$ cat src/rtl/tmr_pkg.sv
package tmr_pkg;
    localparam int CNT_W  = 32;
    localparam int LINE_W = 3;
    localparam int NLINES = 1 << LINE_W;

    typedef enum logic [1:0] {
        SEL_COUNT   = 2'b00,
        SEL_COMPARE = 2'b01,
        SEL_CTRL    = 2'b10,
        SEL_NONE    = 2'b11
    } wr_sel_e;

    typedef struct packed {
        logic [CNT_W-1:0]  count;
        logic [CNT_W-1:0]  compare;
        logic              pending;
        logic              freeze;
        logic [LINE_W-1:0] line;
    } tmr_state_t;
endpackage

$ cat src/rtl/tmr_count_next.sv
module tmr_count_next #(
    parameter int W = 32
) (
    input  logic [W-1:0] count_q,
    input  logic [W-1:0] compare_q,
    input  logic         tick,
    input  logic         freeze,
    input  logic         load,
    input  logic [W-1:0] load_val,
    output logic [W-1:0] count_d,
    output logic         hit
);
    logic [W-1:0] incr;
    logic         step;

    always_comb begin
        incr = count_q + {{(W-1){1'b0}}, 1'b1};
        step = tick && !freeze;
        if (load) begin
            count_d = load_val;
            hit     = 1'b0;
        end else if (step) begin
            count_d = incr;
            hit     = (incr == compare_q);
        end else begin
            count_d = count_q;
            hit     = 1'b0;
        end
    end
endmodule

$ cat src/rtl/tmr_pend_next.sv
module tmr_pend_next (
    input  logic pending_q,
    input  logic hit,
    input  logic clear,
    output logic pending_d
);
    always_comb begin
        if (clear)
            pending_d = 1'b0;
        else if (hit)
            pending_d = 1'b1;
        else
            pending_d = pending_q;
    end
endmodule

$ cat src/rtl/tmr_line_route.sv
module tmr_line_route #(
    parameter int SEL_W = 3,
    localparam int N = 1 << SEL_W
) (
    input  logic             active,
    input  logic [SEL_W-1:0] sel,
    output logic [N-1:0]     lines
);
    for (genvar i = 0; i < N; i++) begin : g_line
        assign lines[i] = active && (sel == SEL_W'(i));
    end
endmodule

$ cat src/rtl/cmp_timer.sv
module cmp_timer
    import tmr_pkg::*;
(
    input  logic              clk,
    input  logic              rst_n,
    input  logic              tick_en,
    input  logic              wr_en,
    input  logic [1:0]        wr_sel,
    input  logic [CNT_W-1:0]  wr_data,
    output logic [CNT_W-1:0]  count_o,
    output logic              pending_o,
    output logic [NLINES-1:0] irq_o
);
    tmr_state_t state_d, state_q;

    logic             wr_count, wr_cmp, wr_ctrl;
    logic [CNT_W-1:0] count_nx;
    logic             hit;
    logic             pending_nx;

    assign wr_count = wr_en && (wr_sel == SEL_COUNT);
    assign wr_cmp   = wr_en && (wr_sel == SEL_COMPARE);
    assign wr_ctrl  = wr_en && (wr_sel == SEL_CTRL);

    tmr_count_next #(.W(CNT_W)) u_count (
        .count_q  (state_q.count),
        .compare_q(state_q.compare),
        .tick     (tick_en),
        .freeze   (state_q.freeze),
        .load     (wr_count),
        .load_val (wr_data),
        .count_d  (count_nx),
        .hit      (hit)
    );

    tmr_pend_next u_pend (
        .pending_q(state_q.pending),
        .hit      (hit),
        .clear    (wr_cmp),
        .pending_d(pending_nx)
    );

    tmr_line_route #(.SEL_W(LINE_W)) u_route (
        .active(state_q.pending),
        .sel   (state_q.line),
        .lines (irq_o)
    );

    always_comb begin
        state_d         = state_q;
        state_d.count   = count_nx;
        state_d.pending = pending_nx;
        if (wr_cmp)
            state_d.compare = wr_data;
        if (wr_ctrl) begin
            state_d.freeze = wr_data[0];
            state_d.line   = wr_data[LINE_W:1];
        end
    end

    always_ff @(posedge clk) begin
        if (!rst_n)
            state_q <= '0;
        else
            state_q <= state_d;
    end

    assign count_o   = state_q.count;
    assign pending_o = state_q.pending;
endmodule

$ cat config.mk
export PLATFORM = sky130hd
export DESIGN_NAME = cmp_timer
export DESIGN_NICKNAME = d
export VERILOG_FILES = /design/src/rtl/tmr_pkg.sv /design/src/rtl/tmr_count_next.sv /design/src/rtl/tmr_pend_next.sv /design/src/rtl/tmr_line_route.sv /design/src/rtl/cmp_timer.sv
export SDC_FILE = /design/constraint.sdc
export NUM_CORES = 1
export LEC_CHECK = 0
export BUFFER_PORTS_ARGS = -buffer_cell sky130_fd_sc_hd__buf_2
export CAP_MARGIN = 20
export CORE_AREA = 2 2 90 92
export CTS_BUF_LIST = sky130_fd_sc_hd__clkbuf_2 sky130_fd_sc_hd__clkbuf_4 sky130_fd_sc_hd__clkbuf_8
export CTS_CLUSTER_DIAMETER = 40
export CTS_CLUSTER_SIZE = 24
export DETAILED_ROUTE_END_ITERATION = 12
export DIE_AREA = 0 0 92 94
export PLACE_DENSITY = 0.9
export SYNTH_ARGS = -nofsm -noshare
export SYNTH_HDL_FRONTEND = slang
export SYNTH_SLANG_ARGS = --single-unit
export TNS_END_PERCENT = 10
$ cat constraint.sdc
create_clock -name clk -period 4.6 [get_ports clk]
set_clock_uncertainty 0.1 [all_clocks]
set_input_delay 0.23 -clock clk [delete_from_list [all_inputs] [get_ports clk]]
set_output_delay 0.23 -clock clk [all_outputs]
set_load 0.005 [all_outputs]
==> results of run 1 <==
## flip-flops by register name (all words and copies together) (netlist names)
register	flops
count_o	32
pending_o	1
state_q	36
## cells by family (layout without fill, tap and decap cells)
logic type / after synthesis / in the layout / synth area share [%]
AND/OR/NAND/NOR: 253 / 253 / 29.5
AO/OA/AOI/OAI: 99 / 99 / 14.4
buffers and inverters: 77 / 101 / 9.62
adder cells (fa/ha/maj): 2 / 2 / 0.512
flip-flops: 69 / 69 / 31.4
multiplexers: 4 / 4 / 0.910
XOR/XNOR: 67 / 67 / 13.7
## worst register-to-register path, stage by stage, from the launching register on
cell and delay, ns:
dfxtp_1 0.50, ha_1 0.32, nand3_1 0.31, nor3_1 0.67, nand2_1 0.27, or3_1 0.36
a311oi_1 0.25
## per-layer routing
metal / up-vias / global-route usage (%) / share of wire, %
li1: 2011 / - / -
met1: 1943 / 35.1 / 44
met2: 136 / 45.6 / 48
met3: 17 / 3.85 / 6.2
met4: 0 / 9.70 / 1.6
met5: - / 0 / 0
## stage by stage
| stage | power (W) | worst slack (ns) | hold WS, ns |
|---|---|---|---|
| 6_report | 0.00135 | 1.72 | 0.0194 |
| 5_1_grt | 0.00140 | 1.45 | 0.0297 |
| 2_1_floorplan | 0.000814 | 2.14 | 0.261 |
| 3_5_place_dp | 0.000862 | 1.77 | 0.361 |
| 4_1_cts | 0.00135 | 1.72 | 0.0109 |
| 3_3_place_gp | 0.000856 | 1.88 | 0.355 |
## cell type report
| class | count | area share, % |
|---|---|---|
| Clock buffer | 16 | 4.25 |
| Inverter | 2 | 0.158 |
| Multi-Input combinational cell | 425 | 54.7 |
| Sequential cell | 69 | 29.1 |
| Tap cell | 102 | 2.69 |
| Timing Repair Buffer | 83 | 9.03 |
## report_power, final
group	internal, W	switching (W)	total (W)
sequential	0.000624	0.0000448	0.000669
combinational	0.0000855	0.0000966	0.000182
clock	0.000274	0.000225	0.000499
## worst max path at each step
| stage | slack [ns] | from | to |
|---|---|---|---|
| 5_1_grt | 1.45 | count_o[0] | pending_o |
| 6_report | 1.72 | count_o[0] | count_o[14] |
| 4_1_cts | 1.72 | count_o[4] | pending_o |
| 2_1_floorplan | 2.14 | count_o[0] | count_o[24] |
| 3_3_place_gp | 1.88 | count_o[0] | pending_o |
| 3_5_place_dp | 1.77 | count_o[4] | pending_o |
## cell usage in the layout (no fill, tap or decap), types with 2 or more instances in the layout
| cell type | n |
|---|---|
| buf_2 | 78 |
| nand4b_1 | 3 |
| a311oi_1 | 8 |
| o21ai_0 | 11 |
| buf_4 | 5 |
| a21oi_1 | 38 |
| nor3_1 | 14 |
| a211oi_1 | 28 |
| nand4_1 | 23 |
| dfxtp_1 | 69 |
| and4_1 | 2 |
| or3_1 | 11 |
| xor2_1 | 27 |
| nor4b_1 | 2 |
| or4_1 | 2 |
| xnor2_1 | 39 |
| nand3_1 | 12 |
| and3_1 | 6 |
| a31o_2 | 3 |
| nor2_1 | 56 |
| mux2i_1 | 4 |
| clkbuf_8 | 13 |
| nor4_1 | 7 |
| or2_2 | 2 |
| o31ai_1 | 2 |
| nand2b_1 | 7 |
| clkbuf_4 | 3 |
| a31oi_1 | 4 |
| nand3b_1 | 3 |
| or3b_2 | 2 |
| nor4_4 | 2 |
| nand2_1 | 89 |
==> results.ini, run 1 <==
[global_route]
grt_pass1_wl_um=18600
track_usage_pct=26.9
grt_start_max_net_pins=69
grt_overflow_total=0
grt_pass1_vias=3871
antenna_found_initial=0

[logic_synthesis]
netlist_area_um2=4400
synth.yosys.warnings=0
synth_async_sr_flop_share_pct=0
yosys.cell_count.top_type=nand2_1
synth_fp_nets=610
ys_seq_elements=69
avgSynthCellArea_um2=7.70
yosys.area.top_type=dfxtp_1
synthTopCellsByCount=nand2_1 (89), dfxtp_1 (69), nor2_1 (56)
synth.distinct_cells=53
syn_inst=571
synth_edf_count=0
seq_area_frac_synth_pct=31.4
yosys-top-cells-area=dfxtp_1 (31%), xnor2_1 (7.8%), nand2_1 (7.6%)
synth-main-ff-cell=dfxtp_1
yosysTopAreaCellShare_pct=31.4

[job]
timing.max_cap.violations=0

[finish]
final_util_pct=62.3
layout.nets=629
layout-drive-gt1-share_pct=18.7
multi_input_comb_area_um2=2590
stdcell_count=697
post-route-cell-area_um2=4740
final-seq-area_um2=1380
antennaDiodeCount=0
fill_cells=692
syn2layout_area_growth_pct=7.77

[clock_network]
htree_levels=3
cts_num_sinks=69
clock-root-buffer=clkbuf_8
cts-buffers-inserted=9
cts_buffer_depth=2
clkLatencyLatePin_ns=0.35
post_cts_resized=0
cts_tree=built
postCtsSetupRepairBufs=0
postCtsHoldBufs=0
clkTransAtPathRegs_ns=0.07

[hold_path]
min_to=state_q[13]
holdPathStages=3
min_from=wr_data[8]
hold_path_class=in -> reg

[critical_path]
r2r_cells=6
crit_chain=ha_1 > nand3_1 > nor3_1 > nand2_1 > or3_1 > a311oi_1
cpMaxStageDelayCell=nor3_1
required_ns=4.76
rr_endpoint=count_o[14]
worstPathMaxFanout=11
r2r-start=count_o[0]
path_depth=6
cp-start-kind=register
cp.arrival_ns=3.04
cpPeakStageDelay_ns=0.67
critical_path.top_delay_family=simple AND/OR/NAND/NOR gates
ff2ff_setup_slack_ns=1.72
crit_type=reg -> reg
worst-path-buf-inv=0
end_kind=register

[floorplan]
dieArea_um2=8650
pin_count=79
chipHeight_um=94
rows=32
die_w_um=92
core_um2=7610
start_util_pct=57.8

[drt]
first_pass_iters=5
vias=4107
postRouteAntennaNets=0
drt_wl_total_um=11200
drc=0
drtIter0Drc=266
wl_per_cell_um=16.1
vias_per_cell=5.89

[timing]
setup-tns-final_ns=0
period_share_pct=62.6
period_minus_slack_ns=2.88
rsz0062_at_grt=no
setup_viol=0
hold_viol=0
fmax_ghz=0.347
max_slew_margin_pct=44.2
worst_pin_slew_ns=0.831
slew_violations=0

[power_and_ir_drop]
ir_worst_vdd_v=0.000177
p_leak_nw=1.78
p_per_area_nw_per_um2=285

[status]
status=complete, no violations

[placement]
portBuffers=78
placed_area_um2=4540
place_congestion=0.866
dp_cells=681
dp_hpwl_um=7890

(Power assumes the default switching activity.)
==> run 2, diff against run 1 <==
Settings changed: CORE_AREA 2 2 90 92 to 2 2 91 93, DIE_AREA 0 0 92 94 to 0 0 93 95, PLACE_DENSITY 0.9 to 0.88.
Clock period 4.6 ns to 2.86 ns, I/O delays scaled along.
==> run 2 against run 1 <==
Clock power rose by 50%. Cell area rose by 8.3%. Sequential power rose by 60%. Via count rose by 5.3%. Largest cell class unchanged. Largest power group unchanged. Critical path type unchanged.
==> results.ini, run 2 (synthesis results as in run 1) <==
[status]
status=complete, no violations

[clock_network]
cts_tree=built
clock-root-buffer=clkbuf_8
cts-buffers-inserted=9
clkTransAtPathRegs_ns=0.07
postCtsSetupRepairBufs=0
cts_num_sinks=69
cts_buffer_depth=2
clkLatencyLatePin_ns=0.35
htree_levels=3

[floorplan]
core_um2=7930
start_util_pct=55.5
rows=33
die_w_um=93
dieArea_um2=8840
pin_count=79
chipHeight_um=95

[drt]
vias_per_cell=5.84
vias=4323
postRouteAntennaNets=0
drtIter0Drc=278
wl_per_cell_um=15.9
drt_wl_total_um=11800
drc=0
first_pass_iters=5

[timing]
worst_pin_slew_ns=0.728
slew_violations=0
period_minus_slack_ns=2.62
fmax_ghz=0.381
setup_ws_ns=0.238
hold_viol=0
max_slew_margin_pct=51.5
setup_viol=0
setup-tns-final_ns=0
rsz0062_at_grt=no
period_share_pct=91.7

[global_route]
grt_overflow_total=0
antenna_found_initial=0
grt_start_max_net_pins=69
grt_pass1_wl_um=19100
grt_pass1_vias=4001
track_usage_pct=27.1

[finish]
fill_cells=690
final_common_cell=nand2_1
antennaDiodeCount=0
stdcell_count=740
largest_register_ffs=36
regMostFlops=state_q
layout.nets=670
layout-drive-gt1-share_pct=19.1
syn2layout_area_growth_pct=16.7
mostFrequentLayoutCells=nand2_1 (89), buf_2 (78), dfxtp_1 (69)

[critical_path]
cp-start-kind=register
critical_path.top_delay_family=simple AND/OR/NAND/NOR gates
worst-path-buf-inv=0
cpMaxStageDelayCell=or3_1
cp_common_cell=or3_1
worstPathMaxFanout=11
cp.arrival_ns=2.78
cpPeakStageDelay_ns=0.46
crit_type=reg -> reg
crit_chain=ha_1 > nand3_2 > or3_1 > or3_1 > or3_1 > a311oi_1
required_ns=3.02
end_kind=register

[job]
timing.max_cap.violations=0

[placement]
place_congestion=0.863
dp_hpwl_um=7880
place_ws_ns=0.197
portBuffers=78
dp_cells=692

[power_and_ir_drop]
ir_worst_vdd_v=0.000245
p_per_area_nw_per_um2=421
p_leak_nw=1.96

[hold_path]
hold_path_class=in -> reg

run 2: cell types whose count changed in the layout (fill, tap and decap cells not counted):
cell,before,now
buf_4,5,13
clkbuf_4,3,2
clkbuf_8,13,12
clkinv_2,0,1
dlygate4sd3_1,0,33
nand3_1,12,11
nand3_2,0,1
nor3_1,14,13
nor3_2,0,1
or3_1,11,10
or3_4,0,1
run 2: through the flow:
step | area (um2) | util, % | total power [W] | hold WS, ns
after CTS | 5120 | 64.6 | 0.00216 | 0.227
after global routing | 5130 | 64.7 | 0.00225 | 0.267
final | 5130 | 64.7 | 0.00216 | 0.234
after global placement | 4600 | 58.0 | 0.00138 | 0.295
after floorplan | 4400 | - | 0.00131 | 0.174
after detailed placement | 4600 | 58.0 | 0.00139 | 0.301
run 2: layout make-up:
| type | instances | area [um2] | area share, % |
|---|---|---|---|
| multi-input combinational | 425 | 2610 | 50.8 |
| sequential | 69 | 1380 | 26.9 |
| timing repair buffer | 124 | 818 | 15.9 |
| clock buffer | 14 | 180 | 3.51 |
| tap | 105 | 131 | 2.56 |
| inverter | 2 | 7.51 | 0.146 |
| clock inverter | 1 | 5.00 | 0.0975 |
run 2: what timing repair did:
action	4_1_cts	5_1_grt
hold buffers	33	0
endpoints found under the setup margin	0	2
endpoints found under the hold margin	52	0
gates resized for setup	0	3
run 2: worst paths after layout:
check	start	to	slack, ns	depth (start not counted)
setup / recovery	count_o[1]	count_o[24]	0.24	6
hold reg to reg	state_q[16]	state_q[16]	0.37	2
setup reg to reg	count_o[1]	count_o[24]	0.24	6
hold / removal	wr_sel[1]	state_q[2]	0.23	4
run 2: where the power goes:
part,switching (W),total (W),internal [W]
Combinational,0.000174,0.000348,0.000173
Sequential,0.0000634,0.00107,0.00100
Clock,0.000347,0.000747,0.000400
Total,0.000585,0.00216,0.00158
run 2: worst register-to-register path: stages (launching register included):
cell	delay (ns)
dfxtp_1	0.44
ha_1	0.31
nand3_2	0.22
or3_1	0.46
or3_1	0.41
or3_1	0.33
a311oi_1	0.25
run 2: routing by layer:
metal	up-vias	track usage (%)	routed length, um
met5	-	0	0
met4	0	10.2	267
met3	33	4.23	681
met2	175	46.5	5660
met1	2021	34.4	5180
li1	2094	-	-
==> run 3, diff against run 2 <==
Settings changed: BUFFER_PORTS_ARGS -buffer_cell sky130_fd_sc_hd__buf_2 to default, CORE_AREA 2 2 91 93 to 2 2 90 92, DIE_AREA 0 0 93 95 to 0 0 92 94, DONT_BUFFER_PORTS from default to 1, PLACE_DENSITY 0.88 to 0.81, RECOVER_POWER from default to 50.
==> run 3 against run 2 <==
The flow now finishes with violations (max-capacitance violations, max-slew violations). Clock-buffer cell count up 1. Clock power rose by 1%. Wire length is 1.8% lower. Hold slack worse by 0.11 ns. First-iteration DRC count is 17% higher. Critical path depth up 2. Worst setup slack worse by 0.0088 ns. Cell area fell by 7.4%. Combinational power down 12%.
==> results.ini, run 3 (synthesis results as in run 1) <==
[critical_path]
required_ns=3.06
cpPeakStageDelay_ns=0.50
r2r_cells=8
critical_path.top_delay_family=simple AND/OR/NAND/NOR gates
cp-start-kind=register
r2r-start=count_o[0]
rr_endpoint=pending_o
end_kind=register
crit_chain=clkbuf_1 > nand4_4 > or3_1 > xnor2_1 > or4_1 > and4bb_1 > nand4_1 > nand2_1
crit_type=reg -> reg
cp.arrival_ns=2.83
cpMaxStageDelayCell=or4_1
worstPathMaxFanout=9
worst-path-buf-inv=1
ff2ff_setup_slack_ns=0.23
cp-startpoint=count_o[0]

[power_and_ir_drop]
ir_worst_vdd_v=0.000213
p_per_area_nw_per_um2=448
p_leak_nw=1.61

[drt]
first_pass_iters=5
postRouteAntennaNets=0
drc=0
drt_wl_total_um=11600
wl_per_cell_um=17.4
vias_per_cell=6.17
drtIter0Drc=326
vias=4112

[placement]
dp_hpwl_um=8010
place_congestion=0.892
dp_cells=617
portBuffers=0

[clock_network]
post_cts_resized=0
clkLatencyLatePin_ns=0.35
cts_buffer_depth=2
cts_tree=built
clkTransAtPathRegs_ns=0.07
cts-buffers-inserted=9
htree_levels=3
cts_num_sinks=69
clock-root-buffer=clkbuf_8

[timing]
fmax_ghz=0.380
setup_viol=0
max_slew_margin_pct=-11.9
setup-tns-final_ns=0
period_minus_slack_ns=2.63
rsz0062_at_grt=no
hold_viol=0
worst_pin_slew_ns=1.68
period_share_pct=92.0
slew_violations=33

[global_route]
track_usage_pct=27.5
grt_overflow_total=0
grt_start_max_net_pins=69
grt_pass1_vias=3920
grt_pass1_wl_um=19000
antenna_found_initial=0

[finish]
layout-drive-gt1-share_pct=7.45
mostFrequentLayoutCells=nand2_1 (89), dfxtp_1 (69), nor2_1 (56)
syn2layout_area_growth_pct=8.02
antennaDiodeCount=0
stdcell_count=666
regMostFlops=state_q
layout.nets=598
fill_cells=690
largest_register_ffs=36
final_common_cell=nand2_1

[hold_path]
min_to=state_q[2]
min_from=wr_sel[1]
holdPathStages=3
hold_path_class=in -> reg

[floorplan]
dieArea_um2=8650
core_um2=7610
die_w_um=92
rows=32
pin_count=79
chipHeight_um=94
start_util_pct=57.8

[status]
status=finished, violations left
violations=max-capacitance violations, max-slew violations

[job]
timing.max_cap.violations=1

## run 3: cell types whose count changed in the layout (fill, tap and decap cells not counted)
cell / delta
buf_2: -78
clkbuf_1: +5
nand3_2: -1
nor3_2: -1
clkbuf_4: +2
or3_4: -1
nand3_1: +1
nor3_1: +1
or3_1: +1
clkbuf_8: -1
buf_4: +1
## run 3: worst max-delay path by stage
stage	depth (start not counted)	slack [ns]	end
finish	8	0.23	pending_o
global route	8	0.13	pending_o
CTS	7	0.33	pending_o
detailed placement	7	0.37	pending_o
global placement	7	0.46	pending_o
floorplan	7	0.40	count_o[24]
## run 3: area by class of cell
class	instances	area [um2]	area share, %
Multi-Input combinational cell	425	2590	54.6
Sequential cell	69	1380	29.1
Timing Repair Buffer	52	454	9.56
Clock buffer	15	181	3.82
Tap cell	102	128	2.69
Inverter	2	7.51	0.158
Clock inverter	1	5.00	0.105
## run 3: power breakdown
part	switching, W	internal [W]	leakage [nW]	total, W
Combinational	0.000163	0.000142	0.941	0.000305
Sequential	0.0000633	0.00100	0.563	0.00107
Clock	0.000356	0.000401	0.101	0.000756
Total	0.000582	0.00155	1.61	0.00213
## run 3: timing repair
action | in CTS | in global routing
hold endpoints to repair | 69 | 0
endpoints found under the setup margin | 0 | 0
hold buffers | 33 | 0
buffers inserted | 0 | 0
## run 3: worst register-to-register path, stage by stage, from the launching register on
cell and delay, ns:
dfxtp_1 0.34, clkbuf_1 0.31, nand4_4 0.27, or3_1 0.48, xnor2_1 0.15, or4_1 0.50
and4bb_1 0.27, nand4_1 0.08, nand2_1 0.08
## run 3: metrics by stage
step / utilization [%] / setup WS [ns] / hold slack, ns / cell area, um2 / power (W)
6_report: 62.5 / 0.229 / 0.123 / 4750 / 0.00213
4_1_cts: 62.7 / 0.333 / 0.121 / 4770 / 0.00214
3_3_place_gp: 55.9 / 0.458 / 0.181 / 4250 / 0.00134
5_1_grt: 62.5 / 0.128 / 0.174 / 4750 / 0.00222
3_5_place_dp: 55.9 / 0.374 / 0.187 / 4250 / 0.00135
2_1_floorplan: - / 0.403 / 0.174 / 4400 / 0.00131
## run 3: routing by layer
| metal | vias up | global-route usage (%) | part of all wire, % |
|---|---|---|---|
| met5 | - | 0 | 0 |
| met4 | 0 | 13.6 | 3.1 |
| met3 | 32 | 6.18 | 8.0 |
| met2 | 191 | 46.0 | 47 |
| met1 | 1940 | 33.4 | 42 |
| li1 | 1949 | - | - |
